--- src/rtl/mbx_pkg.sv ---
package mbx_pkg;
    typedef enum logic [0:0] {
        FLG_IDLE    = 1'b0,
        FLG_PENDING = 1'b1
    } flag_state_t;

    localparam int unsigned PORT_L = 0;
    localparam int unsigned PORT_R = 1;
    localparam int unsigned NPORTS = 2;
endpackage

--- src/rtl/mbx_hit.sv ---
module mbx_hit #(
    parameter int unsigned         ADDR_W   = 12,
    parameter logic [ADDR_W-1:0]   BOX_ADDR = '1
) (
    input  logic              wr_cs_n,
    input  logic              wr_wr_n,
    input  logic              wr_busy_n,
    input  logic [ADDR_W-1:0] wr_addr,
    input  logic              rd_cs_n,
    input  logic              rd_oe_n,
    input  logic [ADDR_W-1:0] rd_addr,
    output logic              set_req,
    output logic              clr_req
);
    logic wr_match;
    logic rd_match;

    always_comb begin
        wr_match = (wr_addr == BOX_ADDR);
        rd_match = (rd_addr == BOX_ADDR);
        set_req  = wr_match && !wr_cs_n && !wr_wr_n && wr_busy_n;
        clr_req  = rd_match && !rd_cs_n && !rd_oe_n;
    end
endmodule

--- src/rtl/mbx_flag_fsm.sv ---
module mbx_flag_fsm
    import mbx_pkg::*;
(
    input  logic clk,
    input  logic rst_n,
    input  logic set_req,
    input  logic clr_req,
    output logic irq_n
);
    flag_state_t state_q;
    flag_state_t state_d;

    always_comb begin
        state_d = state_q;
        unique case (state_q)
            FLG_IDLE: begin
                if (set_req) state_d = FLG_PENDING;
            end
            FLG_PENDING: begin
                if (clr_req && !set_req) state_d = FLG_IDLE;
            end
            default: state_d = FLG_IDLE;
        endcase
    end

    always_ff @(posedge clk) begin
        if (!rst_n) state_q <= FLG_IDLE;
        else        state_q <= state_d;
    end

    always_comb begin
        irq_n = (state_q != FLG_PENDING);
    end
endmodule

--- src/rtl/mbx_irq_top.sv ---
module mbx_irq_top
    import mbx_pkg::*;
#(
    parameter int unsigned ADDR_W = 12,
    parameter bit          INT_EN = 1'b1
) (
    input  logic              clk,
    input  logic              rst_n,
    input  logic              l_cs_n,
    input  logic              l_wr_n,
    input  logic              l_oe_n,
    input  logic              l_busy_n,
    input  logic [ADDR_W-1:0] l_addr,
    input  logic              r_cs_n,
    input  logic              r_wr_n,
    input  logic              r_oe_n,
    input  logic              r_busy_n,
    input  logic [ADDR_W-1:0] r_addr,
    output logic              l_irq_n,
    output logic              r_irq_n
);
    localparam logic [ADDR_W-1:0] BOX_R = {ADDR_W{1'b1}};
    localparam logic [ADDR_W-1:0] BOX_L = BOX_R - 1'b1;

    logic              cs_n   [NPORTS];
    logic              wr_n   [NPORTS];
    logic              oe_n   [NPORTS];
    logic              busy_n [NPORTS];
    logic [ADDR_W-1:0] addr   [NPORTS];
    logic [NPORTS-1:0] irq_n;

    always_comb begin
        cs_n[PORT_L]   = l_cs_n;    cs_n[PORT_R]   = r_cs_n;
        wr_n[PORT_L]   = l_wr_n;    wr_n[PORT_R]   = r_wr_n;
        oe_n[PORT_L]   = l_oe_n;    oe_n[PORT_R]   = r_oe_n;
        busy_n[PORT_L] = l_busy_n;  busy_n[PORT_R] = r_busy_n;
        addr[PORT_L]   = l_addr;    addr[PORT_R]   = r_addr;
    end

    generate
        if (INT_EN) begin : g_on
            for (genvar d = 0; d < NPORTS; d++) begin : g_dir
                localparam int unsigned       WRITER = NPORTS - 1 - d;
                localparam logic [ADDR_W-1:0] BOX    = (d == PORT_L) ? BOX_L : BOX_R;
                logic set_req;
                logic clr_req;

                mbx_hit #(.ADDR_W(ADDR_W), .BOX_ADDR(BOX)) u_hit (
                    .wr_cs_n   (cs_n[WRITER]),
                    .wr_wr_n   (wr_n[WRITER]),
                    .wr_busy_n (busy_n[WRITER]),
                    .wr_addr   (addr[WRITER]),
                    .rd_cs_n   (cs_n[d]),
                    .rd_oe_n   (oe_n[d]),
                    .rd_addr   (addr[d]),
                    .set_req   (set_req),
                    .clr_req   (clr_req)
                );

                mbx_flag_fsm u_flag (
                    .clk     (clk),
                    .rst_n   (rst_n),
                    .set_req (set_req),
                    .clr_req (clr_req),
                    .irq_n   (irq_n[d])
                );
            end
        end else begin : g_off
            assign irq_n = '1;
        end
    endgenerate

    assign l_irq_n = irq_n[PORT_L];
    assign r_irq_n = irq_n[PORT_R];
endmodule

--- config.mk ---
export PLATFORM = sky130hd
export DESIGN_NAME = mbx_irq_top
export DESIGN_NICKNAME = d
export VERILOG_FILES = /design/src/rtl/mbx_pkg.sv /design/src/rtl/mbx_hit.sv /design/src/rtl/mbx_flag_fsm.sv /design/src/rtl/mbx_irq_top.sv
export SDC_FILE = /design/constraint.sdc
export NUM_CORES = 1
export LEC_CHECK = 0
export ABC_AREA = 0
export BUFFER_PORTS_ARGS = -buffer_cell sky130_fd_sc_hd__buf_4
export CORE_AREA = 2 2 39 41
export DETAILED_ROUTE_END_ITERATION = 8
export DIE_AREA = 0 0 41 43
export SLEW_MARGIN = 20
export SYNTH_ARGS = -nofsm -noshare
export SYNTH_HDL_FRONTEND = slang
export SYNTH_SLANG_ARGS = --single-unit
--- constraint.sdc ---
create_clock -name clk -period 1.9 [get_ports clk]
set_input_delay 0.285 -clock clk [delete_from_list [all_inputs] [get_ports clk]]
set_output_delay 0.285 -clock clk [all_outputs]
set_load 0.01 [all_outputs]
Yosys cells after proc, flatten, opt, wreduce, memory -nomap -nowiden:

Index checks and enable logic that the tools add are counted.

* register bits: 2
* bits of input ports: 34
* logic and storage cells: 34
* output and inout bits: 2

* bitwise logic cells: 2
* reductions and logical operators: 20
* equal/unequal tests: 4
* multiplexer cells: 6

Operators with widths (number)
* equality test 12 bit, second input constant: 4
* logical AND 1 bit: 12
* logical NOT 1 bit: 8
* two-way mux 1 bit: 4
* one-hot mux 1 bit (2 select lines): 2
* NOT 1 bit: 2

Longest topological paths before layout:

Gate-level depths: netlist (run 1).

* depth in word-level cells: 8
* depth in mapped cells: 3

Hierarchy:

A second synthesis (run 1) with hierarchy kept.

* cell total of the unflattened synthesis: 28
* area total of the unflattened synthesis: 227.7 sq um

Modules (own cells, without submodules)
* mbx_hit (g_on.g_dir[0].u_hit): instances 1, area an instance 78.8 sq um, cells an instance 10
* mbx_flag_fsm: instances 2, area an instance 37.5 sq um, cells an instance 4
* mbx_hit (g_on.g_dir[1].u_hit): instances 1, area an instance 73.8 sq um, cells an instance 10

Least setup slack after synthesis (run 1):

No wires, ideal clock.

* kind: in2reg
* start: in l_cs_n
* end: reg g_on.g_dir[1].u_flag.state_q
* buffers on the path: 0
* slack: 0.829 ns
* arrival time: 0.996 ns
* stages on the path: 3
* library setup time: 0.074 ns
* cell sequence: nand4b_1 -> or4_1 -> o21ai_0

* cells in the longest elaborated chain, start to end: 8

Ends and longest elaborated chain
* start: declaration: line mbx_irq_top.sv:9 `input logic l_cs_n,`
* logical NOT 1 bit (*): line mbx_hit.sv:21 `set_req = wr_match && !wr_cs_n && !wr_wr_n && wr_busy_n;`
* logical AND 1 bit (*) (3 in series): line mbx_hit.sv:21
* logical NOT 1 bit: line mbx_flag_fsm.sv:20 `if (clr_req && !set_req) state_d = FLG_IDLE;`
* logical AND 1 bit: line mbx_flag_fsm.sv:20
* two-way mux 1 bit: line mbx_flag_fsm.sv:20
* one-hot mux 1 bit (2 select lines) (*): line mbx_flag_fsm.sv:15 `unique case (state_q)`
* end signal: assignment: line mbx_flag_fsm.sv:28 `else state_q <= state_d;`
* end: declaration: line mbx_flag_fsm.sv:10 `flag_state_t state_q;`

Every way passes the cells marked *; elsewhere a longest branch is shown, timed or not.
A chain may end at the register's enable or synchronous reset.

Final worst setup path (run 1):

* start: reg g_on.g_dir[0].u_flag.state_q
* end: out l_irq_n

* cells in the longest elaborated chain, start to end: 1

Ends and longest elaborated chain
* start: declaration: line mbx_flag_fsm.sv:10
* start signal: assignment: line mbx_flag_fsm.sv:28
* NOT 1 bit: line mbx_flag_fsm.sv:32 `irq_n = (state_q != FLG_PENDING);`
* end: declaration: line mbx_irq_top.sv:19 `output logic l_irq_n,`

No other way between the ends.

==> results of run 1 <==
-- critical path: stages, from the launching register on --
cell,delay [ns]
dfxtp_1,0.31
inv_1,0.04
buf_4,0.13
-- cell type report --
| cell class | count | area (µm²) |
|---|---|---|
| Tap cell | 16 | 20.0 |
| Timing Repair Buffer | 35 | 263 |
| Fill cell | 154 | 905 |
| Multi-Input combinational cell | 18 | 126 |
| Inverter | 2 | 7.51 |
| Sequential cell | 2 | 40.0 |
| Clock buffer | 3 | 22.5 |
-- metal layers --
| metal | GRT usage, % | vias to the layer above |
|---|---|---|
| li1 | - | 166 |
| met1 | 8.92 | 142 |
| met2 | 16.3 | 13 |
| met3 | 1.57 | 4 |
| met4 | 10.0 | 0 |
| met5 | 0 | - |
-- final timing paths --
kind / start / endpoint / depth (start not counted)
worst max-delay path: g_on.g_dir[0].u_flag.state_q / l_irq_n / 2
worst min-delay path: r_wr_n / g_on.g_dir[0].u_flag.state_q / 3
worst max register to register: g_on.g_dir[1].u_flag.state_q / g_on.g_dir[1].u_flag.state_q / 2
worst min register to register: g_on.g_dir[0].u_flag.state_q / g_on.g_dir[0].u_flag.state_q / 2
-- cells in the mapped netlist (2+ instances only) --
| cell | count | share of area, % |
|---|---|---|
| nand4_1 | 3 | 11 |
| nand4b_1 | 3 | 15 |
| nor4_1 | 2 | 7.2 |
| nand2_1 | 2 | 4.3 |
| dfxtp_1 | 2 | 23 |
| inv_1 | 2 | 4.3 |
-- per-stage QoR --
stage / instance area, µm² / hold slack, ns / setup WS, ns / util (%)
floorplan: 174 / 0.438 / 0.829 / -
global placement: 457 / 0.455 / 0.695 / 33.0
detailed placement: 457 / 0.453 / 0.672 / 33.0
CTS: 479 / 0.321 / 0.894 / 34.6
global route: 479 / 0.352 / 0.855 / 34.6
finish: 479 / 0.325 / 0.905 / 34.6
-- cells by family (layout without fill, tap and decap cells) --
family	Yosys count	count (layout)	share of synthesized area, %
flip-flops	2	2	23.0
AO/OA/AOI/OAI	2	2	7.91
buffers and inverters	2	40	4.32
AND/OR/NAND/NOR	16	16	64.8
-- power groups by stage --
| stage | Combinational [µW] | Sequential (µW) | Clock [µW] |
|---|---|---|---|
| after global routing | 64.1 | 42.3 | 102 |
| after detailed placement | 59.8 | 42.9 | 0 |
| after global placement | 58.7 | 42.9 | 0 |
| after floorplan | 6.45 | 42.9 | 0 |
| after CTS | 59.9 | 42.3 | 103 |
| final | 59.4 | 42.3 | 97.8 |
==> results.yml, run 1 <==
grt:
  grt_max_degree: 5
  grt-ovfl-total: 0
  grtUsageTotal_pct: 9.81
  grt_pass1_wl_um: 1150
  antenna_found_initial: 0
  grt_pass1_vias: 329
routing:
  highest_layer: "met4"
  dr_wl_met3_um: 45
  wl_met2_um: 444
  avgViaCountPerCell: 4.28
  num_vias: 325
  drtAntennaViolNets: 0
  first_pass_iters: 2
  drt_iter0_drc: 1
  post-route-drc-count: 0
  wirelength_um: 754
  routedLengthMet1_um: 229
  wl_per_cell_um: 9.92
yosys:
  synth_edf_count: 0
  synthArstFlopShare_pct: 0
  synth_cells: 22
  ys_ff_latch: 2
  ys_seq_area_share_pct: 23.0
  syn-num-nets: 56
  synth_area_per_cell_um2: 7.91
  ys_warn_count: 0
  synth_area_um2: 174
  yosys_most_used_dff: "dfxtp_1"
  synth_cell_types: 14
timing:
  tightest_slew_ns: 0.272
  rsz0062_at_grt: "no"
  fin_skew_ns: 0
  final.period_utilization_pct: 52.4
  setup_tns_ns: 0
  setup_viol: 0
  slew_viol_final: 0
  min_period_ns: 0.995
  relSlewSlack_pct: 81.7
  finalHoldViolations: 0
  clock.fmax_mhz: 1010
power:
  irDropWorstVdd_mv: 0.109
  p_switching_uw: 40.6
  seq_power_share_pct: 21.2
  combPwrFrac_pct: 29.8
  cellPowerDensity_nw_per_um2: 416
  switching_share_pct: 20.4
  total_power_uw: 199
  clkPwrFrac_pct: 49.0
  p_int_uw: 159
  p_leak_uw: 0.000219
cts:
  htree_levels: 1
  cts.path.max_buffers: 2
  postCtsHoldBufs: 0
  clkSinkCount: 2
  clk_latency_ns: 0.23
  cts_made_buffers: 3
  cts_resized: 0
  cts.clk_slew.worst_paths_ns: 0.03
  post_cts_buffers: 0
  cts-root-buf: "clkbuf_4"
  cts_tree: "yes"
critical_path:
  cp_max_fo: 2
  cp.required_ns: 1.62
  cp-end-kind: "output port"
  critPathLaunchType: "register"
  ff2ff_setup_slack_ns: 1.34
  arrival_ns: 0.71
  worstSetupPathType: "register to output port"
placement:
  gp_congestion: 0.645
  numPlacedInstances: 73
  io_buffers: 35
finish:
  reg_top3: "g_on.g_dir.u_flag.state_q (2)"
  layout_commonest_cell: "buf_4"
  fin_cells: 76
  antenna_cells: 0
  final_cell_mix: "35 x buf_4, 3 x nand4_1, 3 x nand4b_1, 3 x clkbuf_4"
  final_nets: 96
  top_register: "g_on.g_dir.u_flag.state_q"
  area_growth_pct: 176
  drive_above_1_share_pct: 65.0
  largest_register_ffs: 2
run_status:
  status: "complete, no violations"
job:
  drv_cap: 0
floorplan:
  dieHeight_um: 43
  ios: 36
  rows: 14
  die_w_um: 41
  die_area_um2: 1760
  core_area_um2: 1380
  initial_core_util_pct: 12.6
min_path:
  min_path_type: "input port to register"
No activity file was read; power rests on OpenSTA's default activity.
==> inputs of run 2 (changes only) <==
==> constraint.sdc (replaced) <==
create_clock -name clk -period 0.89 [get_ports clk]
set_input_delay 0.1335 -clock clk [delete_from_list [all_inputs] [get_ports clk]]
set_output_delay 0.1335 -clock clk [all_outputs]
set_load 0.01 [all_outputs]
==> run 2 against run 1 <==
  * Highest routed layer unchanged
  * Critical path depth is the same
  * Combinational power is 120% higher
  * Design area up 1.8%
  * Setup slack worse by 0.86 ns
  * Critical path type unchanged
  * Sequential power increased by 110%
  * Global-route usage hardly changed
  * Worst hold slack worse by 0.15 ns
  * Wire length shrank 4.6%
  * Sequential share of layout area grew 0.11 points
==> results.yml, run 2 (synthesized netlist as in run 1, its figures left out) <==
run_status:
  status: "complete, no violations"
floorplan:
  die_w_um: 41
  initial_core_util_pct: 12.6
  rows: 14
  ios: 36
  core_area_um2: 1380
  dieHeight_um: 43
  die_area_um2: 1760
critical_path:
  cp-end-kind: "output port"
  cp.required_ns: 0.76
  crit_chain: "inv_1 -> buf_4"
  critPathLaunchType: "register"
  slowest_delay_ns: 0.32
  arrival_ns: 0.71
  worstSetupPathType: "register to output port"
  cp_max_fo: 2
  slowest_stage: "dfxtp_1"
power:
  clkPwrFrac_pct: 47.6
  combPwrFrac_pct: 30.9
  irDropWorstVdd_mv: 0.351
  p_int_uw: 341
  seq_power_share_pct: 21.5
  p_switching_uw: 78.6
  p_leak_uw: 0.000225
  switching_share_pct: 18.7
  cellPowerDensity_nw_per_um2: 860
grt:
  grt-ovfl-total: 0
  grtUsageTotal_pct: 9.80
  grt_util_met2_pct: 14.4
  use_met3_pct: 6.81
  grt_pass1_vias: 328
  top_usage_layer: "met2"
  grt_max_degree: 4
  gr-usage-met1_pct: 9.21
  grt_pass1_wl_um: 1160
  antenna_found_initial: 0
routing:
  drt_iter0_drc: 6
  wirelength_um: 719
  wl_per_cell_um: 9.34
  drtAntennaViolNets: 0
  post-route-drc-count: 0
  num_vias: 323
  avgViaCountPerCell: 4.19
  first_pass_iters: 4
finish:
  final_cell_mix: "36 x buf_4, 3 x nand4_1, 3 x nand4b_1, 3 x clkbuf_4"
  antenna_cells: 0
  top_register: "g_on.g_dir.u_flag.state_q"
  largest_register_ffs: 2
  reg_top3: "g_on.g_dir.u_flag.state_q (2)"
  drive_above_1_share_pct: 67.2
  area_growth_pct: 181
  utilization_pct: 35.3
  final_nets: 97
  layout_commonest_cell: "buf_4"
  design_area_um2: 488
cts:
  post_cts_buffers: 0
  cts.clk_slew.worst_paths_ns: 0.03
  cts-root-buf: "clkbuf_4"
  cts_made_buffers: 3
  htree_levels: 1
  clk_latency_ns: 0.22
  cts_tree: "yes"
  clkSinkCount: 2
  cts.path.max_buffers: 2
job:
  drv_cap: 0
min_path:
  min_path_type: "input port to register"
timing:
  finalHoldViolations: 0
  relSlewSlack_pct: 82.1
  rsz0062_at_grt: "no"
  slew_viol_final: 0
  clock.fmax_mhz: 1190
  tightest_slew_ns: 0.266
  setup_ws_ns: 0.0461
  fin_skew_ns: 0
  min_period_ns: 0.844
  final.period_utilization_pct: 94.8
  setup_viol: 0
placement:
  gp_congestion: 0.639
  place_ws_ns: -0.145
  io_buffers: 35
  place_area_um2: 464
## run 2: cell count changes in the layout (fill, tap and decap cells not counted), sizes merged
cell and delta:
buf +1
## run 2: worst paths after layout
check / slack (ns) / to / depth (start not counted) / from
worst max-delay path: 0.05 / r_irq_n / 2 / g_on.g_dir[1].u_flag.state_q
worst min-delay path: 0.18 / g_on.g_dir[0].u_flag.state_q / 3 / r_wr_n
worst max register to register: 0.34 / g_on.g_dir[0].u_flag.state_q / 2 / g_on.g_dir[0].u_flag.state_q
worst min register to register: 0.46 / g_on.g_dir[0].u_flag.state_q / 2 / g_on.g_dir[0].u_flag.state_q
## run 2: repair_timing
| action | CTS | global route |
|---|---|---|
| endpoints found under the setup margin | 0 | 1 |
| endpoints found under the hold margin | 0 | 0 |
| hold buffers | 0 | 0 |
| resized for setup | 0 | 1 |
## run 2: metal layers
metal	share of wire, %	up-vias
li1	-	168
met1	34	140
met2	54	13
met3	10	2
met4	1.7	0
met5	0	-
## run 2: stage by stage
stage | hold slack (ns) | std cells | total power [µW] | setup TNS (ns)
3_3_place_gp | 0.414 | 74 | 221 | -0.198
4_1_cts | 0.174 | 77 | 434 | 0
6_report | 0.176 | 77 | 420 | 0
2_1_floorplan | 0.285 | 22 | 105 | -0.00226
3_5_place_dp | 0.414 | 74 | 223 | -0.186
5_1_grt | 0.188 | 77 | 454 | 0
## run 2: power by group through the flow
stage / clock (µW) / sequential (µW) / combinational, µW
after global placement: 0 / 91.5 / 129
after floorplan: 0 / 91.5 / 13.8
after CTS: 212 / 90.4 / 131
after detailed placement: 0 / 91.5 / 131
final: 200 / 90.3 / 130
after global routing: 223 / 90.2 / 141
## run 2: worst max-delay path, delay by kind of cell (launching register included)
kind	cells	cell delay (ns)
flops	1	0.32
buf+inv	2	0.17
## run 2: final cells by class
type | count | area, µm²
clock buffers | 3 | 22.5
inverters | 2 | 7.51
well taps | 16 | 20.0
multi-input cells | 18 | 126
repair buffers | 36 | 270
fillers | 147 | 896
flip-flops and latches | 2 | 41.3
==> inputs of run 3 (changes only) <==
==> constraint.sdc (replaced) <==
create_clock -name clk -period 0.89 [get_ports clk]
set_input_delay 0.2225 -clock clk [delete_from_list [all_inputs] [get_ports clk]]
set_output_delay 0.2225 -clock clk [all_outputs]
set_load 0.01 [all_outputs]
==> run 3 against run 2 <==
  * The flow now finishes with violations (negative setup slack)
  * Register-to-register slack got worse by 0.11 ns
  * Sequential cell count stayed put
  * Clock power about the same
  * Die area did not move
  * Via count is 2.8% higher
  * Maximum frequency fell by 6.6%
  * Non-clock buffer count is 2 higher
  * Final cell count increased by 2.6%
  * Sequential power hardly changed
==> results.yml, run 3 (synthesized netlist as in run 1, its figures left out) <==
cts:
  cts-root-buf: "clkbuf_4"
  postCtsHoldBufs: 0
  cts.clk_slew.worst_paths_ns: 0.03
  clkSinkCount: 2
  cts_made_buffers: 3
  htree_levels: 1
  clk_latency_ns: 0.22
  cts_tree: "yes"
  cts.path.max_buffers: 2
job:
  drv_cap: 0
grt:
  grt_max_degree: 4
  grt_pass1_vias: 336
  grt-ovfl-total: 0
  grtUsageTotal_pct: 10.0
  antenna_found_initial: 0
  grt_pass1_wl_um: 1190
critical_path:
  ff2ff_setup_slack_ns: 0.23
  cp_max_fo: 2
  regToRegEndpoint: "g_on.g_dir[0].u_flag.state_q"
  crit_chain: "inv_2 -> buf_6"
  r2r_start: "g_on.g_dir[0].u_flag.state_q"
  critPathLaunchType: "register"
  cp.required_ns: 0.67
  worstSetupPathType: "register to output port"
  slowest_stage: "dfxtp_2"
  cp-end-kind: "output port"
  slowest_delay_ns: 0.32
  r2r_cells: 3
  arrival_ns: 0.68
finish:
  largest_register_ffs: 2
  final_cell_mix: "35 x buf_4, 3 x nand4_1, 3 x nand4b_1, 3 x clkbuf_4, 3 x buf_6"
  layout_commonest_cell: "buf_4"
  fin_cells: 79
  antenna_cells: 0
  multiInputGateArea_um2: 126
  top_register: "g_on.g_dir.u_flag.state_q"
  final_nets: 99
  utilization_pct: 37.3
  drive_above_1_share_pct: 73.0
  reg_top3: "g_on.g_dir.u_flag.state_q (2)"
  num-fill-cells: 149
  area_growth_pct: 196
  seq_area_um2: 42.5
timing:
  tightest_slew_ns: 0.268
  setup_viol: 2
  relSlewSlack_pct: 81.9
  slew_viol_final: 0
  finalHoldViolations: 0
  min_period_ns: 0.904
  setup_ws_ns: -0.0138
  rsz0062_at_grt: "yes"
  clock.fmax_mhz: 1110
  setup_tns_ns: -0.0247
  hold_slack_ns: 0.265
  fin_skew_ns: 0
  final.period_utilization_pct: 102
routing:
  highest_layer: "met4"
  drtAntennaViolNets: 0
  drt_iter0_drc: 7
  first_pass_iters: 4
  dr_wl_met3_um: 70
  num_vias: 332
  wl_per_cell_um: 9.23
  wl_met2_um: 403
  routedLengthMet1_um: 243
  post-route-drc-count: 0
  wirelength_um: 729
  avgViaCountPerCell: 4.20
run_status:
  status: "finished, violations left"
  violations: "negative setup slack"
placement:
  io_buffers: 35
  numPlacedInstances: 74
  place_ws_ns: -0.234
  gp_congestion: 0.639
min_path:
  worstHoldEndpoint: "g_on.g_dir[0].u_flag.state_q"
  min_path_type: "input port to register"
  hold_path_depth: 3
  worstHoldStart: "r_wr_n"
floorplan:
  initial_core_util_pct: 12.6
  core_area_um2: 1380
  die_area_um2: 1760
  rows: 14
  die_w_um: 41
  dieHeight_um: 43
  ios: 36
power:
  p_leak_uw: 0.000242
  irDropWorstVdd_mv: 0.380
  cellPowerDensity_nw_per_um2: 818
## run 3: how the worst max path moves through the flow
stage                                 start                      endpoint  slack [ns]  depth (start not counted)
2_1_floorplan                        l_wr_n  g_on.g_dir[1].u_flag.state_q       -0.09                          3
3_3_place_gp                         l_wr_n  g_on.g_dir[1].u_flag.state_q       -0.22                          4
3_5_place_dp                         l_wr_n  g_on.g_dir[1].u_flag.state_q       -0.23                          4
4_1_cts        g_on.g_dir[0].u_flag.state_q                       l_irq_n       -0.03                          2
5_1_grt        g_on.g_dir[1].u_flag.state_q                       r_irq_n       -0.04                          2
6_report       g_on.g_dir[0].u_flag.state_q                       l_irq_n       -0.01                          2
## run 3: critical path, delay by kind of cell (launching register included)
kind,cells,cell delay (ns)
buffers and inverters,2,0.13
flip-flops,1,0.32
## run 3: through the flow
| step | power, µW | cell area, µm² |
|---|---|---|
| CTS | 435 | 508 |
| global placement | 221 | 464 |
| floorplan | 105 | 174 |
| finish | 421 | 515 |
| global route | 455 | 515 |
| detailed placement | 223 | 464 |
## run 3: power breakdown
group | switching [µW] | internal, µW | leakage [µW] | total [µW]
clock | 51.5 | 149 | 0.0000138 | 200
sequential | 0.00305 | 90.3 | 0.0000171 | 90.3
combinational | 27.5 | 103 | 0.000211 | 131
total | 79.0 | 342 | 0.000242 | 421
## run 3: metal layers
layer	vias up	global-route usage [%]
li1	172	-
met1	145	9.21
met2	13	15.0
met3	2	6.81
met4	0	6.67
met5	-	0
## run 3: cell type report
class                      instances  share of cell area, %
inverter                           2                   1.46
tap                               16                   3.88
multi-input combinational         18                   24.5
timing repair buffer              38                   57.5
sequential                         2                   8.25
clock buffer                       3                   4.37
## run 3: what timing repair did
item / CTS / global route
buffers inserted: 1 / 1
endpoints found under the setup margin: 3 / 3
gates resized for setup: 7 / 0
pin swaps: 1 / 1
